### src/rtl/rst_pkg.sv
package rst_pkg;

  typedef enum logic [1:0] {
    SRC_RF   = 2'd0,
    SRC_ROB  = 2'd1,
    SRC_CDB  = 2'd2,
    SRC_WAIT = 2'd3
  } opnd_src_e;

  // Where an operand comes from, given the mapping and producer state.
  function automatic opnd_src_e pick_source(input logic mapped,
                                            input logic prod_ready,
                                            input logic bcast_hit);
    if (!mapped)         return SRC_RF;
    else if (prod_ready) return SRC_ROB;
    else if (bcast_hit)  return SRC_CDB;
    else                 return SRC_WAIT;
  endfunction

  // Next busy state of one register entry; flush > update > retire.
  function automatic logic next_busy(input logic cur, input logic flush_i,
                                     input logic upd, input logic ret_hit);
    if (flush_i)      return 1'b0;
    else if (upd)     return 1'b1;
    else if (ret_hit) return 1'b0;
    else              return cur;
  endfunction

endpackage

### src/rtl/rst_map_table.sv
module rst_map_table #(
  parameter int NUM_REGS = 32,
  parameter int REG_W    = 5,
  parameter int TAG_W    = 4
) (
  input  logic               clk,
  input  logic               rst_n,
  input  logic               flush,
  input  logic               upd_en,
  input  logic [REG_W-1:0]   upd_reg,
  input  logic [TAG_W-1:0]   upd_tag,
  input  logic               ret_en,
  input  logic [REG_W-1:0]   ret_reg,
  input  logic [TAG_W-1:0]   ret_tag,
  input  logic [REG_W-1:0]   rd_reg_a,
  input  logic [REG_W-1:0]   rd_reg_b,
  output logic               rd_busy_a,
  output logic [TAG_W-1:0]   rd_tag_a,
  output logic               rd_busy_b,
  output logic [TAG_W-1:0]   rd_tag_b,
  output logic [NUM_REGS-1:0] busy_vec
);
  import rst_pkg::*;

  localparam int TAGS_W = NUM_REGS * TAG_W;

  logic [TAGS_W-1:0] tag_flat;

  for (genvar i = 0; i < NUM_REGS; i++) begin : g_entry
    logic             busy_r;
    logic [TAG_W-1:0] tag_r;
    logic             upd_hit;
    logic             ret_hit;

    assign upd_hit = upd_en && (upd_reg == REG_W'(i));
    assign ret_hit = ret_en && (ret_reg == REG_W'(i)) && busy_r && (tag_r == ret_tag);

    always_ff @(posedge clk or negedge rst_n) begin
      if (!rst_n) begin
        busy_r <= 1'b0;
        tag_r  <= '0;
      end else begin
        busy_r <= next_busy(busy_r, flush, upd_hit, ret_hit);
        if (!flush && upd_hit) tag_r <= upd_tag;
      end
    end

    assign busy_vec[i] = busy_r;
    assign tag_flat[i*TAG_W +: TAG_W] = tag_r;
  end

  assign rd_busy_a = busy_vec[rd_reg_a];
  assign rd_busy_b = busy_vec[rd_reg_b];
  assign rd_tag_a  = tag_flat[rd_reg_a*TAG_W +: TAG_W];
  assign rd_tag_b  = tag_flat[rd_reg_b*TAG_W +: TAG_W];

endmodule

### src/rtl/rst_operand_resolve.sv
module rst_operand_resolve #(
  parameter int DATA_W = 32,
  parameter int TAG_W  = 4
) (
  input  logic              map_busy,
  input  logic [TAG_W-1:0]  map_tag,
  input  logic [DATA_W-1:0] rf_data,
  input  logic              rob_ready,
  input  logic [DATA_W-1:0] rob_value,
  input  logic              cdb_valid,
  input  logic [TAG_W-1:0]  cdb_tag,
  input  logic [DATA_W-1:0] cdb_value,
  output logic [1:0]        src,
  output logic [DATA_W-1:0] value,
  output logic [TAG_W-1:0]  tag
);
  import rst_pkg::*;

  opnd_src_e sel;
  logic      bcast_hit;

  assign bcast_hit = cdb_valid && (cdb_tag == map_tag);
  assign sel       = pick_source(map_busy, rob_ready, bcast_hit);

  always_comb begin
    unique case (sel)
      SRC_RF:  value = rf_data;
      SRC_ROB: value = rob_value;
      SRC_CDB: value = cdb_value;
      default: value = '0;
    endcase
  end

  assign src = sel;
  assign tag = map_busy ? map_tag : '0;

endmodule

### src/rtl/rename_status_table.sv
module rename_status_table #(
  parameter int NUM_REGS = 32,
  parameter int ROB_DEPTH = 16,
  parameter int DATA_W = 32,
  localparam int REG_W = $clog2(NUM_REGS),
  localparam int TAG_W = $clog2(ROB_DEPTH)
) (
  input  logic              clk,
  input  logic              rst_n,
  input  logic              flush,
  input  logic              iss_valid,
  input  logic              iss_dst_we,
  input  logic [REG_W-1:0]  iss_src_a,
  input  logic [REG_W-1:0]  iss_src_b,
  input  logic [REG_W-1:0]  iss_dst,
  input  logic [TAG_W-1:0]  iss_tag,
  input  logic              ret_valid,
  input  logic [REG_W-1:0]  ret_dst,
  input  logic [TAG_W-1:0]  ret_tag,
  input  logic              cdb_valid,
  input  logic [TAG_W-1:0]  cdb_tag,
  input  logic [DATA_W-1:0] cdb_value,
  output logic [REG_W-1:0]  rf_raddr_a,
  output logic [REG_W-1:0]  rf_raddr_b,
  input  logic [DATA_W-1:0] rf_rdata_a,
  input  logic [DATA_W-1:0] rf_rdata_b,
  output logic [TAG_W-1:0]  rob_raddr_a,
  output logic [TAG_W-1:0]  rob_raddr_b,
  input  logic              rob_ready_a,
  input  logic              rob_ready_b,
  input  logic [DATA_W-1:0] rob_value_a,
  input  logic [DATA_W-1:0] rob_value_b,
  output logic [1:0]        opa_src,
  output logic [DATA_W-1:0] opa_value,
  output logic [TAG_W-1:0]  opa_tag,
  output logic [1:0]        opb_src,
  output logic [DATA_W-1:0] opb_value,
  output logic [TAG_W-1:0]  opb_tag
);

  localparam int NUM_SRC = 2;

  // Named internal events, also seen by the checker.
  logic                upd_en;
  logic [NUM_REGS-1:0] busy_vec;

  assign upd_en = iss_valid && iss_dst_we;

  logic             map_busy [NUM_SRC];
  logic [TAG_W-1:0] map_tag  [NUM_SRC];
  logic [DATA_W-1:0] rf_d    [NUM_SRC];
  logic              rob_r   [NUM_SRC];
  logic [DATA_W-1:0] rob_v   [NUM_SRC];
  logic [1:0]        res_src [NUM_SRC];
  logic [DATA_W-1:0] res_val [NUM_SRC];
  logic [TAG_W-1:0]  res_tag [NUM_SRC];

  rst_map_table #(.NUM_REGS(NUM_REGS), .REG_W(REG_W), .TAG_W(TAG_W)) map_i (
    .clk      (clk),
    .rst_n    (rst_n),
    .flush    (flush),
    .upd_en   (upd_en),
    .upd_reg  (iss_dst),
    .upd_tag  (iss_tag),
    .ret_en   (ret_valid),
    .ret_reg  (ret_dst),
    .ret_tag  (ret_tag),
    .rd_reg_a (iss_src_a),
    .rd_reg_b (iss_src_b),
    .rd_busy_a(map_busy[0]),
    .rd_tag_a (map_tag[0]),
    .rd_busy_b(map_busy[1]),
    .rd_tag_b (map_tag[1]),
    .busy_vec (busy_vec)
  );

  assign rf_d[0]  = rf_rdata_a;
  assign rf_d[1]  = rf_rdata_b;
  assign rob_r[0] = rob_ready_a;
  assign rob_r[1] = rob_ready_b;
  assign rob_v[0] = rob_value_a;
  assign rob_v[1] = rob_value_b;

  for (genvar s = 0; s < NUM_SRC; s++) begin : g_src
    rst_operand_resolve #(.DATA_W(DATA_W), .TAG_W(TAG_W)) res_i (
      .map_busy (map_busy[s]),
      .map_tag  (map_tag[s]),
      .rf_data  (rf_d[s]),
      .rob_ready(rob_r[s]),
      .rob_value(rob_v[s]),
      .cdb_valid(cdb_valid),
      .cdb_tag  (cdb_tag),
      .cdb_value(cdb_value),
      .src      (res_src[s]),
      .value    (res_val[s]),
      .tag      (res_tag[s])
    );
  end

  assign rf_raddr_a  = iss_src_a;
  assign rf_raddr_b  = iss_src_b;
  assign rob_raddr_a = map_tag[0];
  assign rob_raddr_b = map_tag[1];

  assign opa_src   = res_src[0];
  assign opa_value = res_val[0];
  assign opa_tag   = res_tag[0];
  assign opb_src   = res_src[1];
  assign opb_value = res_val[1];
  assign opb_tag   = res_tag[1];

endmodule

### config.mk
export PLATFORM = sky130hd
export DESIGN_NAME = rename_status_table
export DESIGN_NICKNAME = d
export VERILOG_FILES = /design/src/rtl/rst_pkg.sv /design/src/rtl/rst_map_table.sv /design/src/rtl/rst_operand_resolve.sv /design/src/rtl/rename_status_table.sv
export SDC_FILE = /design/constraint.sdc
export NUM_CORES = 1
export LEC_CHECK = 0
export BUFFER_PORTS_ARGS = -buffer_cell sky130_fd_sc_hd__buf_2
export CAP_MARGIN = 10
export CELL_PAD_IN_SITES_DETAIL_PLACEMENT = 1
export CELL_PAD_IN_SITES_GLOBAL_PLACEMENT = 1
export CORE_MARGIN = 3
export CORE_UTILIZATION = 44
export CTS_CLUSTER_SIZE = 28
export DETAILED_ROUTE_END_ITERATION = 8
export PLACE_DENSITY_LB_ADDON = 0.1
export SLEW_MARGIN = 20
export SYNTH_ARGS = -nofsm -noshare
export SYNTH_HDL_FRONTEND = slang
export SYNTH_HIERARCHICAL = 1
export SYNTH_SLANG_ARGS = --single-unit
### constraint.sdc
create_clock -name clk -period 3.5 [get_ports clk]
set_input_delay 0.175 -clock clk [delete_from_list [all_inputs] [get_ports clk]]
set_output_delay 0.175 -clock clk [all_outputs]
set_load 0.01 [all_outputs]
==> metrics.csv, run 1 <==
stage;metric;value;unit
synth;Avg Cell Area, Syn;11.2;um^2
clock_network;Clock Path Buffers;2;
place;Placed Area;0.0147;mm^2
run_status;status;completed;
global_route;most crowded layer after global routing;met2;
clock_network;CTS HTree Levels;4;
timing;fin crit share;97.4;%
floorplan;Die W;178;um
timing;Slew Viols, Final;0;
global_route;initial antenna violation count;5;
place;post-DP HPWL;37300;um
clock_network;CTS clk-pin slew, worst paths;70;ps
synth;post-synthesis cell count;1163;
global_route;remaining global-route overflow;0;
setup_path;Worst setup SP type;flip-flop;
detailed_routing;DR iter-0 viols;1136;
detailed_routing;Detail Route Antenna Nets;0;
global_route;M2 GR Usage;48.3;%
timing;Slew HR;29.4;%
floorplan;Die Height;178;um
place;dpl cells;1745;
floorplan;Die Area;0.0318;mm^2
clock_network;worst skew pair latency;420;ps
worst_hold_path;HP Class;input pin to asynchronous set/reset pin;
timing;Max Freq;0.293;GHz
global_route;largest net degree at the start of global routing;116;
synth;Mapped Area;0.0131;mm^2
clock_network;CTS tree;built;
global_route;gr usage total;31.7;%
final_layout;fin area;0.0153;mm^2
setup_path;crit path kind;flip-flop to primary output;
floorplan;Initial Utilization;45.1;%
timing;worst-margin pin slew;1060;ps
power_and_ir_drop;P per Cell Area;349;mW/mm^2
detailed_routing;Vias/cell;6.48;
floorplan;Row Count;62;
global_route;number of global-route vias before repair;11800;
power_and_ir_drop;maximum vdd drop;304;uV
synth;Syn. warnings;6;
place;RePlAce Congestion;0.936;
timing;Setup TNS;0;ps
global_route;first-pass GRT wire length;74900;um
final_layout;fin nets;1583;
setup_path;Arr. time, crit path;3230;ps
place;number of buffers added on ports;294;
timing;final hold viol count;0;
final_layout;Area growth syn-to-layout;17.0;%
clock_network;CTS root buf;clkbuf_16;
setup_path;R2R depth;4;
timing;Setup violations, final;0;
floorplan;Core ar.;0.0290;mm^2
detailed_routing;# DRC;0;
detailed_routing;vias post-DR;11600;
timing;skew final;6.23;ps
setup_path;worst path required time;3320;ps
global_route;met3 Track Usage GR;9.11;%
global_route;met1 GRT Util;43.8;%
synth;syn_nets;1364;
timing;RSZ-0062 raised after global routing;false;
setup_path;Crit. End Element;primary output;
clock_network;TritonCTS buffer count;17;
setup_path;CP max FO;17;
detailed_routing;Routed Wire Length;51800;um
clock_network;CTS Sinks;160;
detailed_routing;DR WL/cell;29.1;um
power_and_ir_drop;Power Total;5.34;mW
final_layout;share of cells above drive strength 1;45.0;%
final_layout;Non-Filler Instances;1784;
timing;min Tclk post-route;3410;ps
detailed_routing;first-pass iteration count of the detailed router;5;
power_and_ir_drop;Leak;6.57;nW
job;# Max-Cap Violations;0;
floorplan;IO Pins;295;
==> metrics by stage <==
stage          hold WS [ps]  utilization (%)  worst slack (ps)
3_3_place_gp            140             50.6               296
2_1_floorplan          -121                -               696
4_1_cts                 269             52.5              58.1
6_report                250             52.7              90.3
3_5_place_dp            138             50.6               294
5_1_grt                 274             52.7              4.99
==> report_power, final <==
group	switching [mW]	internal (mW)	total, mW	leakage, nW
combinational	0.726	0.660	1.39	4.11
sequential	0.195	1.97	2.17	2.19
clock	0.780	1.00	1.78	0.267
total	1.70	3.64	5.34	6.57
==> per-layer routing <==
layer / wire length (um) / share of wire [%]
met1: 21500 / 41
met2: 23800 / 46
met3: 5030 / 9.7
met4: 1470 / 2.8
met5: 13 / 0.025
==> final cells by class <==
| cell class | instances | area (um^2) |
|---|---|---|
| multi-input combinational | 873 | 8380 |
| tap | 384 | 480 |
| fill | 3201 | 13700 |
| timing repair buffer | 329 | 1860 |
| clock buffer | 19 | 453 |
| antenna | 9 | 22.5 |
| sequential | 160 | 4000 |
| inverter | 1 | 3.75 |
| clock inverter | 9 | 87.6 |
==> registers in the layout (all words and copies together) (netlist names) <==
signal                count
map_i/g_entry.tag_r     128
map_i/g_entry.busy_r     32
==> worst max-delay path: stages, from the launching register on <==
cell	delay [ps]
dfrtp_1	460
mux4_2	530
mux4_2	530
mux2_2	360
xnor2_4	240
buf_12	200
nand4_1	130
o21ai_1	190
buf_2	160
==> cell usage in the layout, fill, tap and decap left out, types with 2 or more instances in the layout <==
cell / n
a31oi_1: 64
mux2_2: 146
and4b_1: 3
buf_2: 293
inv_6: 2
clkinv_2: 3
nor3b_2: 2
mux2_4: 6
o311ai_0: 21
and4bb_2: 2
nand3_1: 15
nand4_1: 89
buf_4: 24
or4_1: 9
mux2_1: 48
buf_12: 8
clkinv_4: 2
o21ai_0: 16
nor3_1: 8
o21a_1: 2
mux4_2: 100
buf_6: 2
and2_1: 9
clkbuf_8: 2
nor2_1: 14
diode_2: 9
clkbuf_16: 18
a31o_2: 7
nand2_1: 32
dfrtp_1: 160
nand2b_1: 4
xor2_1: 39
o21ai_1: 60
nor2b_1: 68
xnor2_1: 95
nor2b_2: 2
==> final timing paths <==
path	startpoint	to	slack, ps
setup / recovery	map_i/g_entry[12].tag_r[1]	opa_value[0]	90
hold / removal	rst_n	map_i/g_entry[8].tag_r[0]	250
setup reg to reg	map_i/g_entry[11].tag_r[2]	map_i/g_entry[11].busy_r	1890
hold reg to reg	map_i/g_entry[19].busy_r	map_i/g_entry[19].busy_r	560
max in group asynchronous	rst_n	map_i/g_entry[26].busy_r	2200
min in group clk	iss_dst[2]	map_i/g_entry[29].busy_r	360
==> repair_timing <==
action,4_1_cts,5_1_grt
endpoints found under the hold margin,45,0
hold buffers,1,0
setup buffers,0,0
resized for setup,0,4
setup endpoints to repair,0,4
(Power assumes the default switching activity.)
==> run 2, diff against run 1 <==
Settings changed: RECOVER_POWER set to 50.
==> run 2 against run 1 <==
The flow now finishes with violations (capacitance limit, slew limit). Sequential share of layout area rose by 0.051 points. Non-clock buffer count did not move. Clock skew rose by 0.75 ps. Die area did not move. Clock power barely moved. Count of clock-buffer cells in the layout did not move. Wire length barely moved. Register-to-register slack barely moved.
==> metrics.csv, run 2 (same netlist as run 1, synthesis figures left out) <==
stage;metric;value;unit;change
timing;skew final;6.98;ps;+0.751 ps
setup_path;crit path max-delay cell type;mux4_2;;
place;dpl cells;1745;;unchanged
setup_path;Arr. time, crit path;3260;ps;+30 ps
clock_network;CTS HTree Levels;4;;unchanged
setup_path;worst-path cell chain;mux4_2 > mux4_2 > mux2_2 > xnor2_4 > buf_12 > nand4_1 > o21ai_1 > buf_2;;
clock_network;Post-CTS Setup Inserts;0;;unchanged
clock_network;CTS tree;built;;
clock_network;TritonCTS buffer count;17;;unchanged
setup_path;CP dominant cell by count;mux4_2;;
timing;Slew Viols, Final;101;;+101
floorplan;Core ar.;0.0290;mm^2;unchanged
floorplan;Row Count;62;;unchanged
setup_path;max incr delay on CP;540;ps;about the same
final_layout;biggest registers after layout;map_i/g_entry.tag_r x128, map_i/g_entry.busy_r x32;;
timing;Max Freq;0.291;GHz;-0.65%
detailed_routing;vias post-DR;11600;;+0.58%
final_layout;Non-Filler Instances;1784;;unchanged
setup_path;CP max FO;17;;unchanged
floorplan;Die Area;0.0318;mm^2;unchanged
power_and_ir_drop;Power Total;5.34;mW;about the same
floorplan;Die Height;178;um;unchanged
global_route;remaining global-route overflow;0;;unchanged
place;post-DP HPWL;37300;um;unchanged
clock_network;CTS clk-pin slew, worst paths;70;ps;about the same
final_layout;Area growth syn-to-layout;16.8;%;
detailed_routing;Routed Wire Length;51900;um;about the same
power_and_ir_drop;P per Cell Area;350;mW/mm^2;+0.20%
clock_network;CTS root buf;clkbuf_16;;
timing;Setup violations, final;0;;unchanged
setup_path;crit path kind;flip-flop to primary output;;
job;# Max-Cap Violations;3;;+3
global_route;largest net degree at the start of global routing;116;;unchanged
detailed_routing;# DRC;0;;unchanged
global_route;gr usage total;31.7;%;unchanged
final_layout;max FFs per register;128;;unchanged
setup_path;Worst setup SP type;flip-flop;;
setup_path;worst path required time;3320;ps;about the same
timing;worst setup margin;68.1;ps;-22.2 ps
floorplan;Initial Utilization;45.1;%;unchanged
detailed_routing;Detail Route Antenna Nets;0;;unchanged
timing;final hold viol count;0;;unchanged
timing;min Tclk post-route;3430;ps;+22.2 ps
global_route;initial antenna violation count;5;;unchanged
worst_hold_path;HP Class;input pin to flip-flop;;
power_and_ir_drop;Leak;6.53;nW;-0.64%
clock_network;worst skew pair latency;430;ps;about the same
place;RePlAce Congestion;0.936;;unchanged
setup_path;R2R setup slack;1880;ps;about the same
setup_path;delay-heaviest family, CP;multiplexers;;
run_status;violated checks;capacitance limit, slew limit;;
final_layout;most frequent cells in the layout;buf_2 (284), dfrtp_1 (160), mux2_2 (146);;
floorplan;IO Pins;295;;unchanged
timing;worst-margin pin slew;2650;ps;+1590 ps
global_route;number of global-route vias before repair;11800;;unchanged
timing;Slew HR;-76.9;%;-110 points
place;number of buffers added on ports;294;;unchanged
power_and_ir_drop;maximum vdd drop;305;uV;+0.31%
clock_network;CTS Sinks;160;;unchanged
timing;RSZ-0062 raised after global routing;false;;
detailed_routing;Vias/cell;6.51;;+0.58%
timing;Setup TNS;0;ps;unchanged
clock_network;Clock Path Buffers;2;;unchanged
setup_path;Buf/Inv on CP;2;;unchanged
place;pre-CTS setup slack;294;ps;unchanged
final_layout;fin nets;1583;;unchanged
final_layout;commonest non-fill, non-tap cell in the layout;buf_2;;
setup_path;Crit. End Element;primary output;;
run_status;status;finished with violations;;
floorplan;Die W;178;um;unchanged
detailed_routing;DR iter-0 viols;1128;;-0.70%
detailed_routing;DR WL/cell;29.1;um;about the same
final_layout;register bank with the most flops;map_i/g_entry.tag_r;;
global_route;first-pass GRT wire length;74900;um;unchanged
timing;fin crit share;98.1;%;+0.63 points
detailed_routing;first-pass iteration count of the detailed router;5;;unchanged
final_layout;share of cells above drive strength 1;44.1;%;-0.93 points
run 2: changes by cell type in the layout (fill, tap and decap cells not counted), sizes merged:
cell    delta
buf       -13
clkbuf    +13
run 2: final timing paths:
kind	startpoint	to	cells after the start
max in group asynchronous	rst_n	map_i/g_entry[26].busy_r	3
worst max register to register	map_i/g_entry[11].tag_r[2]	map_i/g_entry[11].busy_r	4
min in group asynchronous	rst_n	map_i/g_entry[8].tag_r[0]	2
worst max-delay path	map_i/g_entry[12].tag_r[1]	opa_value[0]	8
worst min-delay path	iss_dst[2]	map_i/g_entry[29].busy_r	3
worst min register to register	map_i/g_entry[19].busy_r	map_i/g_entry[19].busy_r	1
run 2: where the power goes:
part / total [mW] / leakage [nW] / internal [mW] / switching [mW]
clock: 1.78 / 0.267 / 1.00 / 0.780
sequential: 2.17 / 2.19 / 1.97 / 0.196
combinational: 1.39 / 4.07 / 0.658 / 0.728
total: 5.34 / 6.53 / 3.63 / 1.70
run 2: repair_timing:
action / in CTS / in global routing
hold buffers: 1 / 0
hold endpoints to repair: 45 / 0
resized for setup: 0 / 4
setup endpoints to repair: 0 / 4
run 2: worst min-delay path, stage by stage:
cell and delay [ps]:
buf_2 150, nand2_1 290, o21ai_0 120
run 2: per-layer routing:
metal	wire, um	global-route usage (%)	up-vias
met1	21400	43.8	6006
met2	24000	48.3	626
met4	1420	9.77	2
met5	13	0	-
li1	-	-	4888
met3	5050	9.11	98
run 2: final cells by class:
class                   count  area [um^2]
diodes                      9         22.5
repair buffers            329         1830
inverters                   1         3.75
clock inverters             9         87.6
flip-flops and latches    160         4000
multi-input cells         873         8380
fillers                  3211        13700
clock buffers              19          453
well taps                 384          480
run 2: metrics by stage:
stage | area, um^2 | hold WS, ps | util, %
after CTS | 15200 | 269 | 52.5
after detailed placement | 14700 | 138 | 50.6
after global routing | 15300 | 376 | 52.6
after floorplan | 13100 | -121 | -
after global placement | 14700 | 140 | 50.6
final | 15300 | 367 | 52.6
